[src/rtl/prom_pkg.sv]
package prom_pkg;
    timeunit 1ns;
    timeprecision 1ps;

    typedef enum logic [1:0] {
        ST_IDLE = 2'd0,
        ST_TURN = 2'd1,
        ST_ACC  = 2'd2
    } seq_state_e;

    function automatic int imax(input int a, input int b);
        return (a > b) ? a : b;
    endfunction
endpackage

[src/rtl/prom_addr_map.sv]
module prom_addr_map #(
    parameter int ROM_AW    = 20,
    parameter int PAGE_BITS = 3,
    localparam int REQ_AW   = ROM_AW + 1,
    localparam int PAGE_W   = ROM_AW - PAGE_BITS
) (
    input  logic [REQ_AW-1:0] req_addr,
    input  logic              wide,
    output logic [ROM_AW-1:0] rom_a,
    output logic              lsb,
    output logic [PAGE_W-1:0] page
);
    timeunit 1ns;
    timeprecision 1ps;

    // Word mode shifts the request by one; the dropped bit travels on the shared line.
    always_comb begin
        if (wide) begin
            rom_a = req_addr[ROM_AW-1:0];
            lsb   = 1'b0;
        end else begin
            rom_a = req_addr[REQ_AW-1:1];
            lsb   = req_addr[0];
        end
        page = rom_a[ROM_AW-1:PAGE_BITS];
    end
endmodule

[src/rtl/prom_page_track.sv]
module prom_page_track #(
    parameter int PAGE_W = 17
) (
    input  logic              clk,
    input  logic              rst_n,
    input  logic              clear,
    input  logic              update,
    input  logic [PAGE_W-1:0] upd_page,
    input  logic [PAGE_W-1:0] cmp_page,
    output logic              hit
);
    timeunit 1ns;
    timeprecision 1ps;

    typedef struct packed {
        logic              open;
        logic [PAGE_W-1:0] page;
    } trk_t;

    trk_t trk_d, trk_q;

    always_comb begin
        trk_d = trk_q;
        if (clear) begin
            trk_d.open = 1'b0;
        end else if (update) begin
            trk_d.open = 1'b1;
            trk_d.page = upd_page;
        end
    end

    always_ff @(posedge clk or negedge rst_n) begin
        if (!rst_n) begin
            trk_q <= '0;
        end else begin
            trk_q <= trk_d;
        end
    end

    assign hit = trk_q.open && (trk_q.page == cmp_page);
endmodule

[src/rtl/prom_wait_cnt.sv]
module prom_wait_cnt #(
    parameter int CNT_W = 5
) (
    input  logic             clk,
    input  logic             rst_n,
    input  logic             load,
    input  logic [CNT_W-1:0] load_val,
    output logic             expire
);
    timeunit 1ns;
    timeprecision 1ps;

    logic [CNT_W-1:0] cnt_d, cnt_q;

    always_comb begin
        cnt_d = cnt_q;
        if (load) begin
            cnt_d = load_val;
        end else if (cnt_q != '0) begin
            cnt_d = cnt_q - 1'b1;
        end
    end

    always_ff @(posedge clk or negedge rst_n) begin
        if (!rst_n) begin
            cnt_q <= '0;
        end else begin
            cnt_q <= cnt_d;
        end
    end

    // Fires on the edge that completes a loaded count of N.
    assign expire = (cnt_q == CNT_W'(1));
endmodule

[src/rtl/prom_rd_ctrl.sv]
module prom_rd_ctrl #(
    parameter int ROM_AW     = 20,
    parameter int PAGE_BITS  = 3,
    parameter int DATA_W     = 32,
    parameter int T_RAND_CYC = 20,
    parameter int T_PAGE_CYC = 6,
    parameter int T_OE_CYC   = 6,
    parameter int T_TURN_CYC = 4,
    parameter int IDLE_CYC   = 24,
    localparam int REQ_AW    = ROM_AW + 1
) (
    input  logic              clk,
    input  logic              rst_n,
    input  logic              req_valid,
    output logic              req_ready,
    input  logic [REQ_AW-1:0] req_addr,
    input  logic              req_wide,
    output logic              rsp_valid,
    output logic [DATA_W-1:0] rsp_data,
    output logic [ROM_AW-1:0] rom_a,
    output logic              rom_ce_n,
    output logic              rom_oe_n,
    output logic              rom_dw,
    output logic              rom_lsb_o,
    output logic              rom_lsb_en,
    input  logic [DATA_W-1:0] rom_d_i
);
    timeunit 1ns;
    timeprecision 1ps;
    import prom_pkg::*;

    localparam int PAGE_W = ROM_AW - PAGE_BITS;
    localparam int HALF_W = DATA_W / 2;
    localparam int N_RAND = imax(T_RAND_CYC, T_OE_CYC);
    localparam int N_MAX  = imax(imax(N_RAND, T_PAGE_CYC), T_TURN_CYC);
    localparam int CNT_W  = $clog2(N_MAX + 1);
    localparam int IDLE_W = $clog2(IDLE_CYC + 1);

    typedef struct packed {
        seq_state_e        state;
        logic [ROM_AW-1:0] rom_a;
        logic              lsb;
        logic              dw;
        logic              ce_n;
        logic              oe_n;
        logic              lsb_en;
        logic              rsp_valid;
        logic [DATA_W-1:0] rsp_data;
        logic [IDLE_W-1:0] idle;
    } ctrl_t;

    ctrl_t q, d;

    logic [ROM_AW-1:0] map_a;
    logic              map_lsb;
    logic [PAGE_W-1:0] map_page;
    logic              trk_clear;
    logic              trk_upd;
    logic [PAGE_W-1:0] upd_page;
    logic              page_hit;
    logic              tmr_load;
    logic [CNT_W-1:0]  tmr_val;
    logic              tmr_expire;

    prom_addr_map #(
        .ROM_AW   (ROM_AW),
        .PAGE_BITS(PAGE_BITS)
    ) i_map (
        .req_addr(req_addr),
        .wide    (req_wide),
        .rom_a   (map_a),
        .lsb     (map_lsb),
        .page    (map_page)
    );

    prom_page_track #(
        .PAGE_W(PAGE_W)
    ) i_track (
        .clk     (clk),
        .rst_n   (rst_n),
        .clear   (trk_clear),
        .update  (trk_upd),
        .upd_page(upd_page),
        .cmp_page(map_page),
        .hit     (page_hit)
    );

    prom_wait_cnt #(
        .CNT_W(CNT_W)
    ) i_wait (
        .clk     (clk),
        .rst_n   (rst_n),
        .load    (tmr_load),
        .load_val(tmr_val),
        .expire  (tmr_expire)
    );

    // The page opened after a turnaround comes from the held address.
    assign upd_page = (q.state == ST_TURN) ? q.rom_a[ROM_AW-1:PAGE_BITS] : map_page;

    always_comb begin
        d         = q;
        d.rsp_valid = 1'b0;
        trk_clear = 1'b0;
        trk_upd   = 1'b0;
        tmr_load  = 1'b0;
        tmr_val   = '0;

        unique case (q.state)
            ST_IDLE: begin
                if (req_valid) begin
                    d.idle  = '0;
                    d.rom_a = map_a;
                    d.lsb   = map_lsb;
                    d.ce_n  = 1'b0;
                    if (req_wide != q.dw) begin
                        // Float the shared line before either side drives it.
                        d.dw      = req_wide;
                        d.oe_n    = 1'b1;
                        d.lsb_en  = 1'b0;
                        trk_clear = 1'b1;
                        tmr_load  = 1'b1;
                        tmr_val   = CNT_W'(T_TURN_CYC);
                        d.state   = ST_TURN;
                    end else begin
                        d.oe_n   = 1'b0;
                        d.lsb_en = !req_wide;
                        trk_upd  = 1'b1;
                        tmr_load = 1'b1;
                        tmr_val  = page_hit ? CNT_W'(T_PAGE_CYC) : CNT_W'(N_RAND);
                        d.state  = ST_ACC;
                    end
                end else if (!q.ce_n) begin
                    if (q.idle == IDLE_W'(IDLE_CYC - 1)) begin
                        d.ce_n    = 1'b1;
                        d.oe_n    = 1'b1;
                        d.lsb_en  = 1'b0;
                        d.idle    = '0;
                        trk_clear = 1'b1;
                    end else begin
                        d.idle = q.idle + 1'b1;
                    end
                end
            end
            ST_TURN: begin
                if (tmr_expire) begin
                    d.oe_n   = 1'b0;
                    d.lsb_en = !q.dw;
                    trk_upd  = 1'b1;
                    tmr_load = 1'b1;
                    tmr_val  = CNT_W'(N_RAND);
                    d.state  = ST_ACC;
                end
            end
            ST_ACC: begin
                if (tmr_expire) begin
                    d.rsp_valid = 1'b1;
                    if (q.dw) begin
                        d.rsp_data = rom_d_i;
                    end else begin
                        d.rsp_data = {{(DATA_W - HALF_W){1'b0}}, rom_d_i[HALF_W-1:0]};
                    end
                    d.state = ST_IDLE;
                end
            end
            default: begin
                d.state = ST_IDLE;
            end
        endcase
    end

    always_ff @(posedge clk or negedge rst_n) begin
        if (!rst_n) begin
            q       <= '0;
            q.state <= ST_IDLE;
            q.dw    <= 1'b1;
            q.ce_n  <= 1'b1;
            q.oe_n  <= 1'b1;
        end else begin
            q <= d;
        end
    end

    assign req_ready  = (q.state == ST_IDLE);
    assign rsp_valid  = q.rsp_valid;
    assign rsp_data   = q.rsp_data;
    assign rom_a      = q.rom_a;
    assign rom_ce_n   = q.ce_n;
    assign rom_oe_n   = q.oe_n;
    assign rom_dw     = q.dw;
    assign rom_lsb_o  = q.lsb;
    assign rom_lsb_en = q.lsb_en;
endmodule

[config.mk]
export PLATFORM = sky130hd
export DESIGN_NAME = prom_rd_ctrl
export DESIGN_NICKNAME = d
export VERILOG_FILES = /design/src/rtl/prom_pkg.sv /design/src/rtl/prom_addr_map.sv /design/src/rtl/prom_page_track.sv /design/src/rtl/prom_wait_cnt.sv /design/src/rtl/prom_rd_ctrl.sv
export SDC_FILE = /design/constraint.sdc
export NUM_CORES = 1
export LEC_CHECK = 0
export BUFFER_PORTS_ARGS = -buffer_cell sky130_fd_sc_hd__buf_2
export CAP_MARGIN = 20
export CELL_PAD_IN_SITES_DETAIL_PLACEMENT = 0
export CELL_PAD_IN_SITES_GLOBAL_PLACEMENT = 1
export CORE_MARGIN = 1.5
export CORE_UTILIZATION = 37
export CTS_BUF_LIST = sky130_fd_sc_hd__clkbuf_4
export DETAILED_ROUTE_END_ITERATION = 16
export GPL_TIMING_DRIVEN = 0
export MAX_ROUTING_LAYER = met4
export PLACE_DENSITY = 0.82
export SLEW_MARGIN = 5
export SYNTH_ARGS = -nofsm -noshare
export SYNTH_HDL_FRONTEND = slang
export SYNTH_SLANG_ARGS = --single-unit
[constraint.sdc]
create_clock -name clk -period 2.21 [get_ports clk]
set_input_delay 0.1105 -clock clk [delete_from_list [all_inputs] [get_ports clk]]
set_output_delay 0.1105 -clock clk [all_outputs]
set_load 0.05 [all_outputs]
==> results of run 1 <==
## cell families (layout without fill, tap and decap cells)
group | after synthesis | in the layout
buffers and inverters | 85 | 262
adders and majority gates | 4 | 4
muxes | 22 | 22
DFF | 88 | 88
xor gates and xnor gates | 20 | 20
AOI/OAI and AO/OA | 100 | 100
and+or+nand+nor | 181 | 181
## what timing repair did
action	in CTS	in global routing
setup endpoints to repair	30	19
hold buffers	47	0
gates cloned	0	0
hold endpoints to repair	87	0
resized for setup	2	4
## flip-flops by register name, summed over array words and instances (netlist names)
name,flops
rom_lsb_en,1
rom_a,20
i_wait.cnt_q,5
i_track.trk_q,18
rsp_valid,1
rom_oe_n,1
rom_lsb_o,1
rom_dw,1
rom_ce_n,1
q,7
rsp_data,32
## power by group through the flow
stage	Combinational, mW	Clock (mW)	Sequential [mW]
finish	5.07	0.809	2.87
global route	5.46	0.909	2.98
CTS	5.09	0.845	2.87
detailed placement	5.01	0	2.90
global placement	4.94	0	2.86
floorplan	3.91	0	2.90
## Yosys cell counts, types with 2 or more instances
cell type and number:
a21oi_1 7, a31o_1 2, a31oi_1 2, buf_2 6, buf_4 53, buf_6 4, clkbuf_1 14, dfrtp_1 85
dfstp_2 3, ha_1 4, inv_1 6, mux2i_1 17, mux2i_2 4, nand2_1 144, nand2b_1 2, nand3_1 2
nand3b_1 2, nand4_1 6, nor2_1 10, nor3_1 2, nor4_1 2, o21ai_0 44, o21ai_1 40, or3b_1 2
xor2_1 19
## layout make-up
class,instances,area (µm²)
tap,147,184
fill,1160,6060
multi-input combinational,327,1800
timing repair buffer,162,1070
buffer,77,549
sequential,88,2210
clock buffer,11,82.6
clock inverter,5,33.8
inverter,7,26.3
## routing by layer
layer	vias up	GRT usage, %	wire length, µm
met2	120	31.0	5490
met5	-	-	0
met1	1816	22.6	5200
li1	1945	-	-
met4	0	7.17	112
met3	9	2.71	514
## per-stage QoR
stage                     setup TNS [ps]  power [mW]  cell area (µm²)  utilization [%]  hold slack (ps)
after floorplan                        0        6.81             4570                -             -185
after global placement             -1220        7.80             5320             44.3              306
after detailed placement           -1280        7.91             5350             44.5              161
after CTS                              0        8.80             5940             49.5             4.23
after global routing                   0        9.35             5950             49.5             19.2
final                                  0        8.75             5950             49.5             21.5
## path summary, 6_finish.rpt
check	from	cells after the start	slack, ps	endpoint
max	rom_dw	8	170	i_track.trk_q[10]
min	req_addr[19]	3	20	rom_a[18]
max reg2reg	rom_dw	8	170	i_track.trk_q[10]
min reg2reg	rom_oe_n	2	480	rom_oe_n
max in group asynchronous	rst_n	3	1290	rom_dw
min in group asynchronous	rst_n	2	220	rsp_data[7]
## worst register-to-register path, delay by kind of cell (launching register included)
kind / cells / cell delay, ps
buffers and inverters: 3 / 590
DFF: 1 / 550
adders and majority gates: 1 / 400
and+or+nand+nor: 3 / 370
AOI/OAI and AO/OA: 1 / 80
==> results.md, run 1 <==
- Psw: 4.40 mW
- Sw Ratio: 50.3%
- Most common cell on crit path: clkbuf_4
- Dpl hpwl: 7.87 mm
- FFs w/ async S/R, synth: 100%
- Cells after Synth: 500
- Largest family of logic cells by synthesized area: simple AND/OR/NAND/NOR gates
- Tot GR Track Use: 18.5%
- Dpl cells: 762
- Clock Latency Late Sink: 450 ps
- Setup ws final: 174 ps
- Die width: 114 µm
- Internal: 4.34 mW
- Status: completed
- Total gr overflow: 0
- Antenna cell count: 0
- # clock sinks: 88
- Pwr/cell area: 1470 nW/µm²
- Initial DRC count: 173
- Sequential power share: 32.8%
- WL/cell: 13.7 µm
- Endpoints failing hold: 0
- Crit. End Element: register
- Fmax: 491 MHz
- Critical path's slowest cell: dfstp_2
- HP Class: in2reg
- Critical path type: reg2reg
- Largest net degree at the start of global routing: 46
- Synth Area per Inst: 9.12 µm²
- First-pass GRT wire length: 18.3 mm
- Synth top area share: 46.7%
- Slew Limit Fails: 0
- P&R area growth vs syn: 30.5%
- Clock power share: 9.2%
- Vias/cell: 4.72
- Final ANT Viol Nets: 0
- Final wirelength: 11.3 mm
- Initial antenna violation count: 0
- RSZ-0062 raised after global routing: false
- Via count: 3890
- Vias in the first global route: 3811
- Simple-gate portion of the synthesized area: 17.2%
- Gpl congestion: 0.775
- Yosys warns: 0
- Die height: 114 µm
- Post-Syn Area: 4560 µm²
- Final min period: 2040 ps
- Top cell type by total area after synthesis: dfrtp_1
- CP top delay family: buffers and inverters
- Root Driver: clkbuf_4
- Synth unique cells: 43
- Multiplexer share of the synthesized area: 5.44%
- Syn Nets: 561
- Complex-gate fraction of the synthesized area: 11.5%
- TritonCTS clock tree: built
- Share of layout cells above drive strength 1: 31.0%
- Full die area: 13000 µm²
- Xor/xnor share of the synthesized area: 3.84%
- CTS Buffer Depth: 2
- H-tree Lvls: 3
- Commonest non-fill, non-tap cells in the layout: 144 x nand2_1, 118 x buf_2, 85 x dfrtp_1
- Max cap viols: 0
- Drt first pass iters: 4
- Rel. slew slack: 59.2%
- Worst Path Required: 2590 ps
- VDD IR max: 743 µV
- Setup bufs post-CTS: 0
- Number of synthesized flops with an enable pin: 0
- Slowest Stage Delay on Critical Path: 550 ps
- Fin nets: 733
- Cell chain of the critical path: clkbuf_4 > inv_1 > ha_2 > nor2_8 > nor2_4 > clkbuf_4 > nand2_1 > o21ai_1
- WP buf/inv: 3
- CP Launch Type: register
- Core Area: 12000 µm²
- Cell Rows: 40
- Most common cell after layout, fill and taps aside: nand2_1
- Post-synthesis register bit count: 88
- Drt drc: 0
- Slew at the pin closest to its max-slew limit: 612 ps
- Critical Path AT: 2420 ps
- Setup violations, final: 0
- I/O Pins: 116
- Initial Util: 37.9%
- CTS Buf Count: 9
- Synth area leaders: dfrtp_1 47%, nand2_1 12%, buf_4 8.7%
- Leakage Power: 2.99 nW
- Dpl ws: -153 ps
- Crit path max fanout: 19
- Max Clock Skew: 17.8 ps
- Prevailing post-synth register cell: dfrtp_1
- Reg clk slew, reported paths: 140 ps
- Post-synthesis sequential area ratio: 48.4%
- Tcrit/Tclk final: 92.1%
- Synth Area in Adders: 1.10%
- Comb pwr share: 57.9%
- Port Buffers: 114
- Final cell count without fillers: 824
Power figures use the tool's default switching activity.
==> run 2, diff against run 1 <==
ABC_AREA = 1   (was not set)
CORE_UTILIZATION = 36   (was 37)
PLACE_DENSITY = 0.83   (was 0.82)
==> results.md, run 2 <==
- Endpoints failing hold: 0 (unchanged)
- Die height: 116 µm (was 114 µm)
- Commonest non-fill, non-tap cells in the layout: 233 x nand2_1, 115 x buf_2, 85 x dfrtp_1 (was 144 x nand2_1, 118 x buf_2, 85 x dfrtp_1)
- Number of synthesized flops with an enable pin: 0 (unchanged)
- Final instance area: 6000 µm² (was 5950 µm²)
- Core Area: 12600 µm² (was 12000 µm²)
- Critical Path AT: 2450 ps (was 2420 ps)
- WL/cell: 12.9 µm (was 13.7 µm)
- Fmax: 479 MHz (was 491 MHz)
- Vias in the first global route: 4156 (was 3811)
- Port Buffers: 115 (was 114)
- Slew Limit Fails: 0 (unchanged)
- Slowest Stage Delay on Critical Path: 560 ps (was 550 ps)
- Max Clock Skew: 8.61 ps (was 17.8 ps)
- CP Launch Type: register (unchanged)
- Setup bufs post-CTS: 0 (unchanged)
- Leakage Power: 3.21 nW (was 2.99 nW)
- Synth area leaders: dfrtp_1 46%, nand2_1 19%, buf_4 9.1% (was dfrtp_1 47%, nand2_1 12%, buf_4 8.7%)
- Root Driver: clkbuf_4 (unchanged)
- Tcrit/Tclk final: 94.5% (was 92.1%)
- Rel. slew slack: 59.5% (was 59.2%)
- Initial antenna violation count: 0 (unchanged)
- R2r setup slk: 120 ps (was 170 ps)
- Status: completed (unchanged)
- Critical path's slowest cell: dlygate4sd3_1 (was dfstp_2)
- Dpl cells: 900 (was 762)
- Setup violations, final: 0 (unchanged)
- Reg clk slew, reported paths: 140 ps (about the same)
- FF-to-FF Start: q[63] (was rom_dw)
- Share of layout cells above drive strength 1: 26.2% (was 31.0%)
- HP Class: in2reg (unchanged)
- Post-Syn Area: 4640 µm² (was 4560 µm²)
- # clock sinks: 88 (unchanged)
- Synth unique cells: 25 (was 43)
- Util after Layout: 47.7% (was 49.5%)
- Reg-to-reg endpoint: rom_a[2] (was i_track.trk_q[10])
- Most common cell after layout, fill and taps aside: nand2_1 (unchanged)
- Max cap viols: 0 (unchanged)
- Tot GR Track Use: 19.6% (was 18.5%)
- Critical path launch point: q[63] (was rom_dw)
- CTS Buffer Depth: 2 (unchanged)
- Post-synthesis sequential area ratio: 47.6% (was 48.4%)
- First-pass GRT wire length: 19.8 mm (was 18.3 mm)
- Cells after Synth: 612 (was 500)
- Fin nets: 837 (was 733)
- Full die area: 13600 µm² (was 13000 µm²)
- P&R area growth vs syn: 29.4% (was 30.5%)
- Synth cell count leaders: 233 x nand2_1, 85 x dfrtp_1, 56 x buf_4, 56 x o21ai_0, 54 x inv_1 (was 144 x nand2_1, 85 x dfrtp_1, 53 x buf_4)
- Vias/cell: 4.50 (was 4.72)
- H-tree Lvls: 3 (unchanged)
- Syn Nets: 673 (was 561)
- Post-synthesis register bit count: 88 (unchanged)
- Initial Util: 36.9% (was 37.9%)
- Final wirelength: 12.3 mm (was 11.3 mm)
- Initial DRC count: 188 (was 173)
- Final ANT Viol Nets: 0 (unchanged)
- FFs w/ async S/R, synth: 100% (unchanged)
- VDD IR max: 642 µV (was 743 µV)
- Cell chain of the critical path: nor2_2 > inv_2 > nor2_2 > clkbuf_4 > clkbuf_4 > a31oi_1 > dlygate4sd3_1 (was clkbuf_4 > inv_1 > ha_2 > nor2_8 > nor2_4 > clkbuf_4 > nand2_1 > o21ai_1)
- Largest net degree at the start of global routing: 57 (was 46)
- Drt first pass iters: 4 (unchanged)
- Placed Instance Area: 5460 µm² (was 5350 µm²)
- Synth top area share: 45.9% (was 46.7%)
- Final cell count without fillers: 952 (was 824)
- Antenna cell count: 0 (unchanged)
- Via count: 4285 (was 3890)
- Worst reg2reg path depth: 7 (was 8)
- Synth Area per Inst: 7.57 µm² (was 9.12 µm²)
- CTS Buf Count: 9 (unchanged)
- Crit path max fanout: 10 (was 19)
- Slew at the pin closest to its max-slew limit: 607 ps (was 612 ps)
- Prevailing post-synth register cell: dfrtp_1 (unchanged)
- Critical path type: reg2reg (unchanged)
- Yosys warns: 0 (unchanged)
- Total gr overflow: 0 (unchanged)
- Die width: 116 µm (was 114 µm)
- Pwr/cell area: 1470 nW/µm² (about the same)
- Worst Path Required: 2580 ps (was 2590 ps)
- Cell Rows: 41 (was 40)
- Top cell type by total area after synthesis: dfrtp_1 (unchanged)
- Gpl congestion: 0.831 (was 0.775)
- Overall power: 8.83 mW (was 8.75 mW)
- Hold WS: 35.1 ps (was 21.5 ps)
- Leading cell type by number of instances after synthesis: nand2_1 (unchanged)
- I/O Pins: 116 (unchanged)
- Worst Setup EP: rom_a[2] (was i_track.trk_q[10])
- Crit. End Element: register (unchanged)
- TritonCTS clock tree: built (unchanged)
- Final min period: 2090 ps (was 2040 ps)
- Clock Latency Late Sink: 470 ps (was 450 ps)
- Dpl hpwl: 8.78 mm (was 7.87 mm)
- Max FFs per register: 32 (unchanged)
- Drt drc: 0 (unchanged)
## run 2: cell types whose count changed after synthesis, sizes merged, moves of 15 or more
cell   change
xor2      -15
o21ai     -26
nor2      +21
mux2i     -22
nand3     +37
nand2     +89
inv       +51
## run 2: cell type report
cell class | instances | area (µm²)
buffer | 73 | 508
fill | 1238 | 6570
sequential | 88 | 2210
clock buffer | 9 | 67.6
clock inverter | 6 | 85.1
multi-input combinational | 392 | 1710
tap | 172 | 215
inverter | 58 | 218
timing repair buffer | 154 | 986
## run 2: worst max-delay path, delay by kind of cell (launching register included)
kind / cells / cell delay (ps)
AO/OA/AOI/OAI: 1 / 90
AND/OR/NAND/NOR: 2 / 340
flip-flops: 1 / 430
buffers and inverters: 4 / 1130
## run 2: logic make-up after synthesis
kind of cell               synth area share (%)
buffers and inverters                      15.5
AOI/OAI and AO/OA                          8.91
DFF                                        47.6
xor gates and xnor gates                  0.756
adders and majority gates                  1.08
and+or+nand+nor                            26.2
## run 2: how the worst min path moves through the flow
stage / startpoint / to / slack, ps / depth (start not counted)
finish: req_addr[19] / rom_a[18] / 40 / 3
global route: req_addr[14] / rom_a[13] / 30 / 5
floorplan: rst_n / i_track.trk_q[0] / -190 / 0
detailed placement: rst_n / rsp_data[12] / 90 / 1
global placement: rom_d_i[12] / rsp_data[12] / 320 / 3
CTS: req_addr[20] / rom_a[19] / 0.8 / 5
## run 2: report_power, final
group	internal (mW)	total, mW	leakage, nW	switching [mW]
clock	0.448	1.03	0.0778	0.580
combinational	1.61	5.05	2.08	3.43
sequential	2.35	2.75	1.05	0.403
## run 2: timing repair
action	in CTS	in global routing
setup endpoints to repair	18	19
hold endpoints to repair	125	0
hold buffers	38	0
resized for setup	0	6
gates cloned	0	0
## run 2: through the flow
stage	worst slack (ps)	TNS, ps
final	121	0
after CTS	3.15	0
after global routing	-9.22	-9.22
after floorplan	54.3	0
after detailed placement	-120	-1550
after global placement	-83.0	-1260
## run 2: per-layer routing
metal / vias up / share of wire (%) / global-route usage (%)
met5: - / 0 / -
met4: 0 / 0.95 / 4.96
met3: 13 / 5.4 / 4.46
met2: 123 / 47 / 33.2
met1: 1964 / 46 / 23.8
li1: 2185 / - / -
